`config.mk`:
```
export PLATFORM = sky130hd
export DESIGN_NAME = quad_dac_regs
export DESIGN_NICKNAME = d
export VERILOG_FILES = /design/src/rtl/qdac_pkg.sv /design/src/rtl/qdac_sync.sv /design/src/rtl/qdac_edge.sv /design/src/rtl/qdac_bank.sv /design/src/rtl/quad_dac_regs.sv
export SDC_FILE = /design/constraint.sdc
export NUM_CORES = 1
export LEC_CHECK = 0
export ABC_AREA = 1
export BUFFER_PORTS_ARGS = -buffer_cell sky130_fd_sc_hd__buf_2
export CAP_MARGIN = 20
export CORE_MARGIN = 2
export CORE_UTILIZATION = 40
export DETAILED_ROUTE_END_ITERATION = 7
export PLACE_DENSITY = 0.61
export SETUP_SLACK_MARGIN = 0.2
export SLEW_MARGIN = 20
export SYNTH_ARGS = -nofsm -noshare
export SYNTH_HDL_FRONTEND = slang
export SYNTH_SLANG_ARGS = --single-unit
```
`constraint.sdc`:
```
create_clock -name clk -period 1.65 [get_ports clk]
set_input_delay 0.0825 -clock clk [delete_from_list [all_inputs] [get_ports clk]]
set_output_delay 0.0825 -clock clk [all_outputs]
set_load 0.1 [all_outputs]
```
`src/rtl/qdac_pkg.sv`:
```
package qdac_pkg;
    localparam int CODE_W = 16;
    localparam int NCH    = 4;
    localparam int SEL_W  = $clog2(NCH);

    typedef logic [CODE_W-1:0] code_t;

    typedef struct packed {
        code_t [NCH-1:0] stage_rank;
        code_t [NCH-1:0] live_rank;
        code_t           rd_word;
        logic            rd_oe;
        logic [NCH-1:0]  hiz;
    } bank_state_t;
endpackage

```
`src/rtl/qdac_sync.sv`:
```
module qdac_sync #(
    parameter int             W       = 1,
    parameter int             STAGES  = 2,
    parameter logic [W-1:0]   RST_VAL = '0
) (
    input  logic         clk,
    input  logic         rst_n,
    input  logic [W-1:0] d,
    output logic [W-1:0] q
);
    logic [W-1:0] chain_q [STAGES];

    generate
        for (genvar i = 0; i < STAGES; i++) begin : g_stage
            if (i == 0) begin : g_first
                always_ff @(posedge clk or negedge rst_n) begin
                    if (!rst_n) chain_q[i] <= RST_VAL;
                    else        chain_q[i] <= d;
                end
            end else begin : g_next
                always_ff @(posedge clk or negedge rst_n) begin
                    if (!rst_n) chain_q[i] <= RST_VAL;
                    else        chain_q[i] <= chain_q[i-1];
                end
            end
        end
    endgenerate

    assign q = chain_q[STAGES-1];
endmodule

```
`src/rtl/qdac_edge.sv`:
```
module qdac_edge #(
    parameter logic IDLE = 1'b1
) (
    input  logic clk,
    input  logic rst_n,
    input  logic lvl,
    output logic rise
);
    logic prev_d, prev_q;

    always_comb prev_d = lvl;

    always_ff @(posedge clk or negedge rst_n) begin
        if (!rst_n) prev_q <= IDLE;
        else        prev_q <= prev_d;
    end

    assign rise = lvl & ~prev_q;
endmodule

```
`src/rtl/qdac_bank.sv`:
```
module qdac_bank
    import qdac_pkg::*;
(
    input  logic                   clk,
    input  logic                   rst_n,
    input  logic                   wr_stb,
    input  logic [SEL_W-1:0]       wr_sel,
    input  code_t                  wr_data,
    input  logic                   load_stb,
    input  logic                   clr_stb,
    input  logic                   rd_en,
    input  logic [SEL_W-1:0]       rd_sel,
    input  logic                   pd,
    output code_t [NCH-1:0]        stage_rank,
    output code_t [NCH-1:0]        live_rank,
    output code_t                  rd_word,
    output logic                   rd_oe,
    output logic [NCH-1:0]         hiz
);
    bank_state_t st_d, st_q;

    always_comb begin
        st_d = st_q;
        if (wr_stb) st_d.stage_rank[wr_sel] = wr_data;
        // clear outranks load when both arrive together
        if (clr_stb)       st_d.live_rank = '0;
        else if (load_stb) st_d.live_rank = st_q.stage_rank;
        st_d.rd_oe   = rd_en;
        st_d.rd_word = rd_en ? st_q.stage_rank[rd_sel] : '0;
        st_d.hiz     = {NCH{pd}};
    end

    always_ff @(posedge clk or negedge rst_n) begin
        if (!rst_n) st_q <= '0;
        else        st_q <= st_d;
    end

    assign stage_rank = st_q.stage_rank;
    assign live_rank  = st_q.live_rank;
    assign rd_word    = st_q.rd_word;
    assign rd_oe      = st_q.rd_oe;
    assign hiz        = st_q.hiz;
endmodule

```
`src/rtl/quad_dac_regs.sv`:
```
module quad_dac_regs
    import qdac_pkg::*;
#(
    parameter int SYNC_STAGES = 2
) (
    input  logic                  clk,
    input  logic                  rst_n,
    input  logic [CODE_W-1:0]     bus_in,
    output logic [CODE_W-1:0]     bus_out,
    output logic                  bus_oe,
    input  logic [SEL_W-1:0]      addr,
    input  logic                  sel_n,
    input  logic                  rnw,
    input  logic                  load_in,
    input  logic                  clr_in,
    input  logic                  pwr_n,
    output logic [NCH*CODE_W-1:0] code_out,
    output logic [NCH-1:0]        out_hiz
);
    localparam int          CTL_W    = 5;
    localparam logic [4:0]  CTL_IDLE = 5'b11101; // pwr_n, clr, load, rnw, sel_n
    localparam int          DAT_W    = CODE_W + SEL_W;

    logic [CTL_W-1:0] ctl_s;
    logic [DAT_W-1:0] dat_s;
    logic sel_s, rnw_s, load_s, clr_s, pwr_s;
    logic sel_rise, ld_rise, clr_rise;
    code_t [NCH-1:0] stage_w, live_w;

    qdac_sync #(.W(CTL_W), .STAGES(SYNC_STAGES), .RST_VAL(CTL_IDLE)) i_ctl_sync (
        .clk(clk), .rst_n(rst_n),
        .d({pwr_n, clr_in, load_in, rnw, sel_n}), .q(ctl_s)
    );

    qdac_sync #(.W(DAT_W), .STAGES(SYNC_STAGES), .RST_VAL('0)) i_dat_sync (
        .clk(clk), .rst_n(rst_n), .d({addr, bus_in}), .q(dat_s)
    );

    assign sel_s  = ctl_s[0];
    assign rnw_s  = ctl_s[1];
    assign load_s = ctl_s[2];
    assign clr_s  = ctl_s[3];
    assign pwr_s  = ctl_s[4];

    qdac_edge #(.IDLE(1'b1)) i_sel_edge  (.clk(clk), .rst_n(rst_n), .lvl(sel_s),  .rise(sel_rise));
    qdac_edge #(.IDLE(1'b1)) i_load_edge (.clk(clk), .rst_n(rst_n), .lvl(load_s), .rise(ld_rise));
    qdac_edge #(.IDLE(1'b1)) i_clr_edge  (.clk(clk), .rst_n(rst_n), .lvl(clr_s),  .rise(clr_rise));

    qdac_bank i_bank (
        .clk(clk), .rst_n(rst_n),
        .wr_stb(sel_rise & ~rnw_s),
        .wr_sel(dat_s[DAT_W-1:CODE_W]),
        .wr_data(dat_s[CODE_W-1:0]),
        .load_stb(ld_rise),
        .clr_stb(clr_rise),
        .rd_en(~sel_s & rnw_s),
        .rd_sel(dat_s[DAT_W-1:CODE_W]),
        .pd(~pwr_s),
        .stage_rank(stage_w),
        .live_rank(live_w),
        .rd_word(bus_out),
        .rd_oe(bus_oe),
        .hiz(out_hiz)
    );

    assign code_out = live_w;
endmodule

```
---- Word-level counts from Yosys, hierarchy flattened ----
Cells that the tools add are included.
storage, ports and cells
  register bits ........................... 195
  word-level logic and storage cells ...... 41
  output and inout bits ................... 85
cells by class
  order comparisons ....................... 2
  reductions and logical operators ........ 2
  muxes and demuxes ....................... 8
  bitwise logic cells ..................... 11
operators with widths
  operator                                                               count
  64-bit two-way mux                                                     2
  64-bit bitwise mux                                                     1
  16-bit two-way mux                                                     3
  16-bit binary-select mux with 2-bit select                             1
  16-bit demux with 2-bit select                                         1
  1-bit inverter                                                         6
  1-bit bitwise AND                                                      5
  2-bit by 3-bit < comparator with 1-bit output, second input constant   1
  2-bit by 1-bit >= comparator with 1-bit output, second input constant  1
  2-bit nonzero test                                                     1
  1-bit logical AND                                                      1

---- Depth between registers and ports, before layout ----
Gate-level depths: netlist of run 1.
  word-level depth ........................ 5
  mapped depth ............................ 7
  mapped depth without buffers ............ 5

---- Cells and area by module ----
Synthesis of run 1 repeated with hierarchy kept, for this count alone.
second synthesis, totals
  cells, all modules ...................... 728
  area, all modules ....................... 7975.1 um2
by module, submodules not included
  module                  sequential area each (um2)  times used  area an instance (um2)  cells an instance
  qdac_bank               3653.5                      1           6511.2                  645
  qdac_sync (i_dat_sync)  900.9                       1           1036.0                  54
  qdac_sync (i_ctl_sync)  260.2                       1           297.8                   15
  qdac_edge               26.3                        3           36.3                    3
  quad_dac_regs           0.0                         1           21.3                    5

---- Worst setup path before layout of run 1 ----
OpenSTA, ideal clock, no wires.
  kind .................................... register -> output
  start point ............................. reg i_bank.hiz[0] (netlist name)
  end point ............................... out out_hiz[1]
  stages on the path, launching flop included .. 2
  setup slack ............................. 210 ps
  buffers on the path ..................... 1
  data arrival time ....................... 1357 ps
  cells stage by stage .................... dfrtp_1 buf_4
RTL lines
  item           RTL line             text
  end, declared  quad_dac_regs.sv:18  output logic [NCH-1:0] out_hiz
No word-level cell between the ends.

---- Worst setup path in the final report of run 1 ----
  start point ............................. reg i_clr_edge.prev_q
  end point ............................... reg i_bank.st_q, in the netlist i_bank.live_rank[7]
between the ends
  cells in the longest elaborated chain, start to end .. 3
  elaborated cells between the ends (all ways) .. 4
  classes of those cells .................. mux (1); bitwise (2); reduce/logical (1)
ends and longest elaborated chain
  item                                                             RTL line         text
  start, declared                                                  qdac_edge.sv:9   logic prev_d, prev_q;
  start signal, assigned                                           qdac_edge.sv:15  else prev_q <= prev_d;
  1-bit inverter *                                                 qdac_edge.sv:18  assign rise = lvl & ~prev_q;
  1-bit bitwise AND *                                              qdac_edge.sv:18
  64-bit two-way mux / 2-bit nonzero test (equally long branches)  --
  end signal, assigned                                             qdac_bank.sv:35  else st_q <= st_d;
  end, declared                                                    qdac_bank.sv:20  bank_state_t st_d, st_q;
Mark *: on every way between the ends. The rest lies on a longest branch, timed or not.
A chain may end at the register's enable or synchronous reset.

==> flow_summary.ini, run 1 <==
[routing]
routedWlPerCell_um = 16.5
vias = 5670
drc = 0
via_per_inst = 4.87
routed_wl_um = 19200
first_pass_iters = 5
final_antenna_net_count = 0
drt_iter0_drc = 593

[cts]
clk_latency_ns = 0.44
cts_root_buf = clkbuf_16
cts_tree = yes
cts_buffer_depth = 2
numClockSinks = 195
numCtsBuffers = 17
h-tree-depth = 4
clkSlewWorstSetupHoldPaths_ns = 0.07

[critical_path]
slowest_stage = dfstp_2
crit_path_max_fanout = 32
r2r_slack_ns = 0.26
cp.required_ns = 2.02
r2r_end = i_bank.live_rank[7]$_DFFE_PN0P_
reg2reg_depth = 5
r2r-start = i_clr_edge.prev_q$_DFF_PN1_
cp.depth = 5
crit_path_end = i_bank.live_rank[7]$_DFFE_PN0P_
path_class = flip-flop to flip-flop
worst_path_largest_cell_delay_ns = 0.57
cp.arrival_ns = 1.75
cp_cell_sequence = nor2_2, nor2_4, clkbuf_16, nand2_1, o21ai_0
cp-end-kind = flip-flop
startpoint_type = flip-flop
crit_start = i_clr_edge.prev_q$_DFF_PN1_
cp_num_buf_inv = 1
path_delay_family = flip-flops

[timing]
setup_violations = 0
finalCriticalPeriod_ns = 1.39
final-max-slew-violation-count = 0
skew_ns = 0.00776
fmax_mhz = 720
tns_ns = 0
setup_ws_ns = 0.261
final_hold_viol_count = 0
period_share = 0.842
slew_headroom = 0.647
tightest_slew_ns = 0.529
rsz0062_at_grt = no

[final_layout]
areaGrowthSynthToFinish_pct = 26.7
regArea_um2 = 4900
utilization = 0.513
final_layout_size_suffix_gt1_frac = 0.222
fill_cells = 1713
multi_input_area_um2 = 2110
fin_nets = 943
n_antenna_cell = 0

[place]
routabilityCongestion = 0.848
pre_cts_ws_ns = 0.0734
post-dp-hpwl_um = 12100
portBuffers = 109

[worst_hold_path]
hold_path.class = input pin to asynchronous set/reset pin

[die]
die_w_um = 141
die_area_um2 = 19800
die_h_um = 141
start_util = 0.405
placementRows = 50
num_io_pins = 110
core_region_area_um2 = 18500

[synthesis]
avgSynthCellArea_um2 = 9.69
syn_inst = 773
yosysWarnings = 0
syn_nets = 798
synth.ff_latch_count = 195
synth.distinct_cells = 21
netlist_area_um2 = 7490
ys_seq_area_frac = 0.653

[grt]
grt_overflow = 0
grt_max_degree = 65
antenna_found_initial = 0
grt_pass1_vias = 5356
grt_util_all_layers = 0.195
grt_pass1_wl_um = 29600

[pwr]
power_density_nw_per_um2 = 1420
peakVddDrop_v = 0.000797
p_leak_uw = 0.00485

[flow_run]
drv_cap = 0

[status]
outcome = complete, no violations
[cell usage after synthesis]
| master | instances | area [um2] |
|---|---|---|
| nor3_4 | 1 | 16.3 |
| nand3_4 | 1 | 17.5 |
| nor2_8 | 2 | 40.0 |
| nand2_1 | 243 | 912 |
| o21ai_0 | 38 | 190 |
| nor2_4 | 2 | 22.5 |
| nand3_1 | 112 | 561 |
| inv_2 | 4 | 15.0 |
| buf_2 | 25 | 125 |
| dfrtp_1 | 184 | 4600 |
| nor2_1 | 33 | 124 |
| o21ai_1 | 26 | 130 |
| nand3_2 | 3 | 30.0 |
| buf_6 | 8 | 90.1 |
| inv_4 | 2 | 12.5 |
| nor2_2 | 1 | 6.26 |
| buf_4 | 3 | 22.5 |
| o21ai_2 | 1 | 8.76 |
| clkbuf_1 | 6 | 22.5 |
| inv_1 | 67 | 251 |
| dfstp_2 | 11 | 289 |
[worst register-to-register path, delay by kind of cell (launching register included)]
family | cells | cell delay [ns]
buffers and inverters | 1 | 0.28
AOI/OAI and AO/OA | 1 | 0.07
and+or+nand+nor | 3 | 0.39
DFF | 1 | 0.57
[per-stage QoR]
step	std cells	area, um2	power [uW]	hold WS (ns)
finish	1165	9490	13500	0.201
global route	1165	9490	14100	0.247
CTS	1159	9340	13500	0.210
detailed placement	1101	8390	8900	0.105
global placement	1101	8390	8880	0.111
floorplan	773	7490	8140	-0.213
[registers in the layout, summed over array words and instances, names as in the netlist]
name                cells
i_bank.hiz              1
i_bank.live_rank       64
i_bank.rd_oe            1
i_bank.rd_word         16
i_bank.stage_rank      64
i_clr_edge.prev_q       1
i_ctl_sync.chain_q      5
i_ctl_sync.q            5
i_dat_sync.chain_q     18
i_dat_sync.q           18
i_load_edge.prev_q      1
i_sel_edge.prev_q       1
[layout make-up]
cell class	instances	share of cell area
flip-flops and latches	195	0.516
multi-input cells	464	0.222
repair buffers	167	0.132
clock buffers	21	0.0485
well taps	234	0.0309
inverters	73	0.0294
clock inverters	11	0.0208
[worst min-delay path by stage]
stage | from | end
final | rst_n | i_bank.live_rank[32]$_DFFE_PN0P_
after global routing | rst_n | i_bank.stage_rank[1]$_DFFE_PN0P_
after CTS | rst_n | i_bank.live_rank[32]$_DFFE_PN0P_
after detailed placement | rst_n | i_bank.stage_rank[36]$_DFFE_PN0P_
after global placement | rst_n | i_bank.stage_rank[36]$_DFFE_PN0P_
after floorplan | rst_n | i_bank.hiz[0]$_DFF_PN0_
[cell usage in the layout (no fill, tap or decap), types with 3 or more instances in the layout]
cell type        n
buf_12          12
buf_2          108
buf_4           18
bufinv_16        5
clkbuf_16       20
clkbuf_8         3
dfrtp_1        182
dfstp_2         11
dlygate4sd3_1   24
inv_1           66
inv_2            5
nand2_1        242
nand3_1        112
nand3_4          4
nor2_1          32
nor2_4           3
o21ai_0         38
o21ai_1         26
[cell families after synthesis]
logic type,count (synthesis),share of synthesized area
AND/OR/NAND/NOR,398,0.231
flip-flops,195,0.653
buffers and inverters,115,0.0720
AO/OA/AOI/OAI,65,0.0439
[repair_timing]
action,in CTS,in global routing
pin swaps,1,4
gates resized for setup,1,8
endpoints found under the hold margin,70,0
cloned,0,4
buffers inserted,2,2
hold buffers,24,0
setup endpoints to repair,97,89
[metal layers]
metal  vias to the layer above  global-route usage  share of wire
li1                       2722                   -              -
met1                      2749               0.291           0.48
met2                       178               0.285           0.45
met3                        21              0.0404          0.053
met4                         0              0.0679          0.017
met5                         -                   0              0
[power breakdown]
part | internal, uW | switching [uW]
sequential | 5390 | 489
clock | 2780 | 1800
combinational | 623 | 2430
Note: power is estimated with default switching activity, not from simulation.
==> run 2, diff against run 1 <==
==> constraint.sdc (replaced) <==
create_clock -name clk -period 1.4 [get_ports clk]
set_input_delay 0.07 -clock clk [delete_from_list [all_inputs] [get_ports clk]]
set_output_delay 0.07 -clock clk [all_outputs]
set_load 0.1 [all_outputs]
==> run 2 against run 1 <==
The flow now finishes with violations (negative setup slack). Utilization up 11 points. Hold slack lost 0.11 ns. Die area did not move. Critical path depth rose by 1. Largest power group unchanged.
==> flow_summary.ini, run 2 (same netlist as run 1, synthesis figures left out) <==
[grt]
grt_util_all_layers = 0.216
grt_pass1_vias = 5830
grt_pass1_wl_um = 32800
grt_overflow = 0
grt_max_degree = 52
antenna_found_initial = 0

[cts]
h-tree-depth = 4
clk_latency_ns = 0.44
cts_tree = yes
numClockSinks = 195
cts_buffer_depth = 2
cts_root_buf = clkbuf_16
clkSlewWorstSetupHoldPaths_ns = 0.08
numCtsBuffers = 17

[final_layout]
fin_nets = 990
areaGrowthSynthToFinish_pct = 54.5
layout_commonest_cell = nand2_1
fill_cells = 1431
multi_input_area_um2 = 3090
final_layout_size_suffix_gt1_frac = 0.492
mostFrequentLayoutCells = nand2_1 (147), dfrtp_1 (143), buf_4 (92)
regArea_um2 = 4940
n_antenna_cell = 0
fin_area_um2 = 11600

[routing]
drc = 0
drt_iter0_drc = 644
routedWlPerCell_um = 20.2
via_per_inst = 5.29
final_antenna_net_count = 0
first_pass_iters = 5
routed_wl_um = 24400
vias = 6412

[status]
failed_checks = negative setup slack
outcome = finished with violations

[timing]
rsz0062_at_grt = yes
setup_violations = 24
final_hold_viol_count = 0
final-max-slew-violation-count = 0
setup_ws_ns = -0.0411
tns_ns = -0.392
skew_ns = 0.00957
tightest_slew_ns = 0.406
finalCriticalPeriod_ns = 1.44
fmax_mhz = 694
slew_headroom = 0.729
period_share = 1.03

[critical_path]
r2r_end = i_bank.stage_rank[25]$_DFFE_PN0P_
cp.arrival_ns = 1.82
crit_path_max_fanout = 6
cp-end-kind = flip-flop
path_class = flip-flop to flip-flop
reg2reg_depth = 6
startpoint_type = flip-flop
r2r-start = i_ctl_sync.q[0]$_DFF_PN1_
cp.required_ns = 1.77
r2r_slack_ns = -0.04

[place]
post-dp-hpwl_um = 12500
routabilityCongestion = 0.852
pre_cts_ws_ns = -0.0616
portBuffers = 109
dpl_cell_area_um2 = 8570

[pwr]
p_leak_uw = 0.00569
peakVddDrop_v = 0.000837
power_uw = 16800
power_density_nw_per_um2 = 1450

[die]
die_h_um = 141
start_util = 0.405
num_io_pins = 110
core_region_area_um2 = 18500
die_w_um = 141
die_area_um2 = 19800
placementRows = 50

[worst_hold_path]
hold_path.class = input pin to asynchronous set/reset pin

[flow_run]
drv_cap = 0
run 2: cell count changes in the layout (fill, tap and decap cells not counted), moves of 45 or more:
cell     delta
buf_4      +74
nand2_4    +49
buf_2      -85
nand2_1    -95
nand2_2    +46
nand3_1    -45
run 2: metal layers:
metal,GRT usage,part of all wire,vias up
li1,-,-,2850
met1,0.311,0.41,3154
met2,0.324,0.47,338
met3,0.0414,0.084,70
met4,0.0847,0.036,0
met5,0,0,-
run 2: worst max-delay path, cell delays in order, from the launching register on:
cell,delay (ns)
dfstp_2,0.57
inv_4,0.06
nor3_4,0.21
buf_6,0.20
clkbuf_16,0.17
nand3_2,0.06
nand2_1,0.11
run 2: layout make-up:
type | instances | area share
clock buffers | 18 | 0.0371
flip-flops and latches | 195 | 0.427
repair buffers | 211 | 0.202
clock inverters | 14 | 0.0156
multi-input cells | 467 | 0.267
inverters | 73 | 0.0252
well taps | 234 | 0.0253
run 2: how the worst max path moves through the flow:
stage                                   start                                end  depth (start not counted)
global route        i_ctl_sync.q[0]$_DFF_PN1_  i_bank.stage_rank[28]$_DFFE_PN0P_                          6
floorplan           i_ctl_sync.q[0]$_DFF_PN1_  i_bank.stage_rank[37]$_DFFE_PN0P_                          6
finish              i_ctl_sync.q[0]$_DFF_PN1_  i_bank.stage_rank[25]$_DFFE_PN0P_                          6
detailed placement  i_ctl_sync.q[0]$_DFF_PN1_   i_bank.stage_rank[8]$_DFFE_PN0P_                          5
global placement    i_ctl_sync.q[0]$_DFF_PN1_   i_bank.stage_rank[8]$_DFFE_PN0P_                          5
CTS                 i_ctl_sync.q[0]$_DFF_PN1_  i_bank.stage_rank[18]$_DFFE_PN0P_                          6
run 2: metrics by stage:
stage	utilization	std cells	hold slack, ns
4_1_cts	0.553	1182	0.0941
5_1_grt	0.625	1212	0.112
2_1_floorplan	-	773	-0.226
3_3_place_gp	0.463	1100	-0.0180
6_report	0.625	1212	0.0939
3_5_place_dp	0.463	1100	-0.0218
run 2: timing repair:
action	in CTS	in global routing
endpoints found under the hold margin	207	0
gates resized for setup	150	254
cloned	13	19
setup buffers	13	11
hold buffers	24	0
setup endpoints to repair	228	156
pin swaps	7	65
run 2: power by group:
group / total (uW) / switching [uW] / internal (uW)
Clock: 5050 / 2210 / 2840
Sequential: 7200 / 834 / 6370
Combinational: 4500 / 3220 / 1280
==> run 3, diff against run 2 <==
--- a/config.mk
+++ b/config.mk
@@ -11,8 +11,9 @@
 export CORE_MARGIN = 2
 export CORE_UTILIZATION = 40
 export DETAILED_ROUTE_END_ITERATION = 7
+export GPL_TIMING_DRIVEN = 0
 export PLACE_DENSITY = 0.61
-export SETUP_SLACK_MARGIN = 0.2
+export SETUP_SLACK_MARGIN = 0.1
 export SLEW_MARGIN = 20
 export SYNTH_ARGS = -nofsm -noshare
 export SYNTH_HDL_FRONTEND = slang
==> run 3 against run 2 <==
The flow still finishes with violations (negative setup slack). Fmax increased by 1.7%. Utilization decreased by 5.0 points. Cell count decreased by 0.41%. Clock-buffer cell count increased by 3. Global-route usage decreased by 1.6 points. Final area decreased by 8.0%. Die area unchanged. Worst setup slack improved by 0.025 ns. Sequential cell count unchanged. Total power decreased by 2.4%. Routed wire length decreased by 20%. First-iteration DRC count decreased by 31%. Critical path type unchanged. Critical endpoint is now i_bank.live_rank[48]$_DFFE_PN0P_. Largest cell class unchanged.
==> flow_summary.ini, run 3 (same netlist as run 1, synthesis figures left out) <==
[timing]
setup_violations = 6
period_share = 1.01
skew_ns = 0.00690
fmax_mhz = 706
finalCriticalPeriod_ns = 1.42
tightest_slew_ns = 0.493
slew_headroom = 0.674
setup_ws_ns = -0.0164
final_hold_viol_count = 0
final-max-slew-violation-count = 0
rsz0062_at_grt = yes

[pwr]
power_density_nw_per_um2 = 1540
power_uw = 16400
peakVddDrop_v = 0.00102
p_leak_uw = 0.00545

[grt]
grt_util_all_layers = 0.200
grt_overflow = 0
grt_pass1_wl_um = 30500
grt_max_degree = 85
antenna_found_initial = 0
grt_pass1_vias = 5677

[cts]
numClockSinks = 195
cts_root_buf = clkbuf_16
h-tree-depth = 4
clk_latency_ns = 0.44
cts_tree = yes
clkSlewWorstSetupHoldPaths_ns = 0.06
cts_buffer_depth = 2
numCtsBuffers = 17

[worst_hold_path]
hold_path.class = input pin to asynchronous set/reset pin

[critical_path]
cp_num_buf_inv = 2
r2r-start = i_ctl_sync.q[2]$_DFF_PN1_
cp-end-kind = flip-flop
crit_path_max_fanout = 6
cp.arrival_ns = 1.77
crit_start = i_ctl_sync.q[2]$_DFF_PN1_
r2r_end = i_bank.live_rank[48]$_DFFE_PN0P_
path_delay_family = flip-flops
cp.required_ns = 1.75
cp_cell_sequence = nand2_4, nor2_4, buf_6, buf_6, nand2_2, o21ai_1
path_class = flip-flop to flip-flop
worst_path_largest_cell_delay_ns = 0.55
startpoint_type = flip-flop
r2r_slack_ns = -0.02
slowest_stage = dfstp_2
reg2reg_depth = 6
critPathMostFrequentCell = buf_6

[routing]
drc = 0
met2_length_um = 9430
wl_met3_um = 835
wl_met1_um = 9030
drt_iter0_drc = 444
routedWlPerCell_um = 16.3
vias = 5885
via_per_inst = 4.88
routed_wl_um = 19700
final_antenna_net_count = 0
first_pass_iters = 5
top_layer_used = met4

[final_layout]
final_layout_size_suffix_gt1_frac = 0.410
areaGrowthSynthToFinish_pct = 42.1
n_antenna_cell = 0
mostFrequentLayoutCells = dfrtp_1 (183), nand2_1 (130), nand3_1 (112)
fin_nets = 987
layout_commonest_cell = dfrtp_1
fin_cells = 1207

[place]
portBuffers = 109
routabilityCongestion = 0.872
dp_cells = 1118
pre_cts_ws_ns = -0.487
post-dp-hpwl_um = 12900

[die]
core_region_area_um2 = 18500
die_h_um = 141
start_util = 0.405
num_io_pins = 110
die_w_um = 141
placementRows = 50
die_area_um2 = 19800

[status]
outcome = finished with violations
failed_checks = negative setup slack

[flow_run]
drv_cap = 0
==> run 3: final cells by class <==
type / count / area, um2
fillers: 1616 / 7880
flip-flops and latches: 195 / 4890
multi-input cells: 463 / 2670
repair buffers: 170 / 1440
clock buffers: 21 / 470
plain buffers: 42 / 443
well taps: 234 / 293
inverters: 73 / 284
clock inverters: 9 / 154
==> run 3: per-layer routing <==
| metal | GRT usage | vias to the layer above |
|---|---|---|
| met1 | 0.287 | 2862 |
| met4 | 0.0616 | 0 |
| li1 | - | 2825 |
| met2 | 0.316 | 173 |
| met5 | 0 | - |
| met3 | 0.0306 | 25 |
==> run 3: metrics by stage <==
step	hold WS (ns)	instance area, um2	TNS, ns	utilization
finish	0.123	10600	-0.0315	0.575
CTS	0.125	9940	0	0.537
global placement	0.175	8330	-593.13	0.450
detailed placement	-0.0122	8400	-29.90	0.453
global route	0.155	10600	-3.58	0.575
floorplan	-0.226	7490	0	-
==> run 3: power by group <==
part / switching, uW / internal (uW)
Sequential: 751 / 6350
Clock: 2050 / 3110
Combinational: 3010 / 1090
==> run 3: worst max-delay path by stage <==
stage / to / slack (ns) / depth (start not counted)
5_1_grt: i_bank.stage_rank[0]$_DFFE_PN0P_ / -0.06 / 6
2_1_floorplan: i_bank.live_rank[32]$_DFFE_PN0P_ / 0.10 / 4
3_3_place_gp: i_bank.hiz[0]$_DFF_PN0_ / -3.34 / 1
6_report: i_bank.live_rank[48]$_DFFE_PN0P_ / -0.02 / 6
4_1_cts: i_bank.stage_rank[50]$_DFFE_PN0P_ / 0.009 / 6
3_5_place_dp: i_bank.live_rank[6]$_DFFE_PN0P_ / -0.49 / 4
==> run 3: timing repair <==
| action | 4_1_cts | 5_1_grt |
|---|---|---|
| hold buffers | 24 | 0 |
| buffers inserted | 16 | 7 |
| setup endpoints to repair | 170 | 178 |
| pin swaps | 29 | 18 |
| endpoints found under the hold margin | 209 | 0 |
| gates cloned | 8 | 4 |
| resized for setup | 198 | 194 |
